$ cat src/rtl/fbk_shreg4.sv
module fbk_shreg4 #(
  parameter int W = 4
) (
  input  logic         clk,
  input  logic         rst,
  input  logic         shift_en,
  input  logic         use_fb,
  input  logic [1:0]   fb_mode,
  input  logic         ser_in,
  output logic [W-1:0] stages
);
  logic fb, din;

  always_comb begin
    unique case (fb_mode)
      2'b00:   fb = stages[W-1];
      2'b01:   fb = ~stages[W-1];
      2'b10:   fb = stages[W-1] ^ stages[W-2];
      default: fb = stages[W-1] ^ stages[W-3];
    endcase
  end

  assign din = use_fb ? fb : ser_in;

  always_ff @(posedge clk) begin
    if (rst)           stages <= '0;
    else if (shift_en) stages <= {stages[W-2:0], din};
  end
endmodule


$ cat config.mk
export PLATFORM = sky130hd
export DESIGN_NAME = fbk_shreg4
export DESIGN_NICKNAME = d
export VERILOG_FILES = /design/src/rtl/fbk_shreg4.sv
export SDC_FILE = /design/constraint.sdc
export NUM_CORES = 1
export LEC_CHECK = 0
export ABC_AREA = 1
export BUFFER_PORTS_ARGS = -buffer_cell sky130_fd_sc_hd__buf_2
export CORE_AREA = 2 2 39 41
export DETAILED_ROUTE_END_ITERATION = 16
export DIE_AREA = 0 0 41 43
export SLEW_MARGIN = 10
export SYNTH_ARGS = -nofsm -noshare
export SYNTH_HDL_FRONTEND = slang
export SYNTH_SLANG_ARGS = --single-unit
$ cat constraint.sdc
create_clock -name clk -period 1.6 [get_ports clk]
set_input_delay 0.08 -clock clk [delete_from_list [all_inputs] [get_ports clk]]
set_output_delay 0.08 -clock clk [all_outputs]
set_load 0.05 [all_outputs]
**Word level (Yosys, flattened, before mapping)**

Index checks and enable logic that the tools add are counted.

- Input port bits: 7
- Output and inout port bits: 4
- Logic and storage cells: 9
- Register bits after elaboration: 4

- Muxes and demuxes: 2
- Bitwise gates (word level): 3
- Reduce and logical (&&, ||, !) cells: 1
- Equality and inequality tests: 2

Operator list:

| cell | count |
|---|---|
| $pmux 1 s3 | 1 |
| $eq 2x1->1 const B | 1 |
| $eq 2x2->1 const B | 1 |
| $logic_not 2->1 | 1 |
| $xor 1x1->1 | 2 |
| $mux 1 | 1 |
| $not 1->1 | 1 |

**Logic depth before layout (Yosys ltp)**

- Depth after elaboration: 3
- Mapped depth: 7
- Depth with buffers taken out: 7

**Worst setup path before layout**

No wires, ideal clock.

- Path kind: reg-to-reg
- Start point: reg stages[2]
- End point: reg stages[0]
- Arrival: 1.084 ns
- Data required time: 1.485 ns
- Clock period less this slack: 1.199 ns
- Library setup time: 0.115 ns
- Buffers on the path: 0
- Stages on the path, launching flop included: 8
- Setup slack: 0.401 ns
- Cells stage by stage: dfxtp_1 -> nand2_1 -> nand2_1 -> nand2_1 -> nand2_1 -> nand3_1 -> nand2_1 -> a21oi_2

- Word-level cells in the longest chain between the ends: 3

Ends and longest elaborated chain:

| element | RTL line | RTL |
|---|---|---|
| from (decl) | 10 | `output logic [W-1:0] stages` |
| from (signal assigned) | 27 | `else if (shift_en) stages <= {stages[W-2:0], din};` |
| $xor 1x1->1 | 18 | `2'b10: fb = stages[W-1] ^ stages[W-2];` |
| $pmux 1 s3 | 15 | `unique case (fb_mode)` |
| $mux 1 | 23 | `assign din = use_fb ? fb : ser_in;` |

Every way passes these cells.
A chain may end at the register's enable or synchronous reset.

**Final worst setup path**

- Start point: reg stages[2]
- End point: out stages[2]

No word-level cell between the ends.

==> metrics.txt <==
Tcrit/Tclk final 59.6%; Row Count 14; Core Area 0.00138 mm2; Routed WL 436 um; worst path arrival time 0.87 ns; Ys Warns 0; slowest stage cell on the critical path dfxtp_1; Hold Crit Start rst; WHS Path Cells 2; R2R depth 7; DR vias 206; Reg2Reg Launch Point stages[2]; # setup viols final 0; Boundary Pins 11; worst endpoint required time 1.52 ns; crit path kind register to output pin; pwr/cell area 1070 mW/mm2; VDD IR max 0.000412 V; reg2reg end stages[0]; area of the multi-input gates 90.1 um2; CP Max Fanout 4; leakage 0.138 nW; Largest regs stages (4); Gate Count Post-Synth 26; initial core utilization 13.4%; synthesized area 185 um2; worst slew pin tran 0.256 ns; Peak Freq 1050 MHz; # Max-Cap Violations 0; Post-CTS Setup Repair Bufs 0; global route total overflow 0; reg2reg setup slack 0.70 ns; Max Slew Vio Count 0; iteration-0 DRC count of the detailed router 3; Period minus WS final 0.954 ns; post-synthesis sequential area ratio 43.2%; Distinct cells, synth 9; Largest Register stages; number of flip-flops in the largest register 4; routed len/inst 7.93 um; ANT cells 0; status completed; Syn-to-layout area delta 50.0%; Hold Crit Endpoint stages[0]; DR DRC count 0; layout cells sized above 1 43.6%; met2 wire length 145 um; slew margin rel. 83.1%; vias in the first global route 165; crit path cell chain buf_2; crit end category output pin; Clock H-tree levels 1; cts repair resizes 0; unrepaired setup endpoints after global routing no; first-pass GRT wire length 607 um; routability cong. 0.665; Hold Vio Cnt, Final 0; setup TNS 0 ns; post-synthesis net count 33; number of fill cells 163; sum of buffers and inverters on the critical path 1; Yosys reg bits 4; CP peak stage delay 0.36 ns; clock tree buffer depth 2; clock-pin slew on the worst setup and hold paths 0.04 ns; All-Layer GR Usage 6.12%; pin count of the biggest net entering global routing 7; CP delay by family, top flip-flops; Clock Skew 0.00179 ns; post-cts hold buffer count 0; PortBufs 10; clock latency on the worst-skew pair 0.23 ns; nets 48; Die Y 43 um; post-DP HPWL 353 um; Met3 Wirelength 68 um; Power Total 0.000298 W; mean post-synth cell area 7.12 um2; DIE AREA 0.00176 mm2; CTS Sinks 4; CP startpoint kind register; cts bufs inserted 3; initial antenna violation count 0; Final ANT Viol Nets 0; Register Area 80.1 um2; Max Used Layer met3; Die W 41 um; CTS tree yes; DRT Pass-1 Iters 2; Root Driver clkbuf_4; met1 wire length 222 um; vias per std cell 3.75; Hold WC Path Type primary input to register
[stage by stage]
step / setup WS [ns] / util [%] / instances / instance area, um2 / hold WS (ns)
after CTS: 0.637 / 20.1 / 55 / 278 / 0.0512
final: 0.646 / 20.1 / 55 / 278 / 0.0584
after floorplan: 0.401 / - / 26 / 185 / 0.142
after global routing: 0.598 / 20.1 / 55 / 278 / 0.0459
after detailed placement: 0.701 / 18.4 / 52 / 255 / 0.300
after global placement: 0.723 / 18.4 / 52 / 255 / 0.294
[routing by layer]
metal  track usage, %  vias to the layer above
li1                 -                      113
met1             6.73                       81
met2             5.00                       12
met3             9.42                        0
met4             4.00                        0
met5                0                        -
[final cells by class]
| cell class | instances | area share, % |
|---|---|---|
| Timing Repair Buffer | 10 | 18.0 |
| Sequential cell | 4 | 28.8 |
| Clock buffer | 3 | 8.11 |
| Multi-Input combinational cell | 18 | 32.4 |
| Inverter | 4 | 5.41 |
| Tap cell | 16 | 7.21 |
[worst reg2reg max path, stage by stage (launching register included)]
cell and delay [ns]:
dfxtp_1 0.36, nand2_1 0.06, nand2_1 0.08, nand2_1 0.05
nand2_1 0.05, nand3_1 0.07, nand2_1 0.08, a21oi_2 0.05
[worst max path at each step]
stage                     cells past startpoint  slack, ns      start   endpoint
final                                         1       0.65  stages[2]  stages[2]
after global placement                        7       0.72  stages[2]  stages[0]
after floorplan                               7       0.40  stages[2]  stages[0]
after CTS                                     1       0.64  stages[2]  stages[2]
after detailed placement                      7       0.70  stages[2]  stages[0]
after global routing                          1       0.60  stages[2]  stages[2]
[Yosys cell counts]
| library cell | instances | area share (%) |
|---|---|---|
| nand2_1 | 6 | 12 |
| dfxtp_1 | 4 | 43 |
| nor2_1 | 4 | 8.1 |
| a211oi_1 | 3 | 12 |
| nand3_1 | 3 | 8.1 |
| inv_1 | 2 | 4.1 |
| inv_2 | 2 | 4.1 |
| a21oi_2 | 1 | 4.7 |
| nor2_2 | 1 | 3.4 |
[layout by cell type, fill, tap and decap left out, types with 2 or more instances in the layout]
cell type,count
buf_2,10
nand2_1,6
nor2_1,4
dfxtp_1,4
a211oi_1,3
nand3_1,3
clkbuf_4,3
inv_2,2
inv_1,2
[kinds of logic after synthesis]
logic type | Yosys count | synth area share, %
buffers and inverters | 4 | 8.11
AO/OA/AOI/OAI | 4 | 16.9
flip-flops | 4 | 43.2
AND/OR/NAND/NOR | 14 | 31.8
[power by group]
group          leakage (nW)  total [W]  internal (W)  switching [W]
sequential           0.0331   0.000112      0.000107     0.00000451
clock                0.0138   0.000124     0.0000838      0.0000403
combinational        0.0909  0.0000625     0.0000192      0.0000433
total                 0.138   0.000298      0.000210      0.0000881
(Power assumes the default switching activity.)
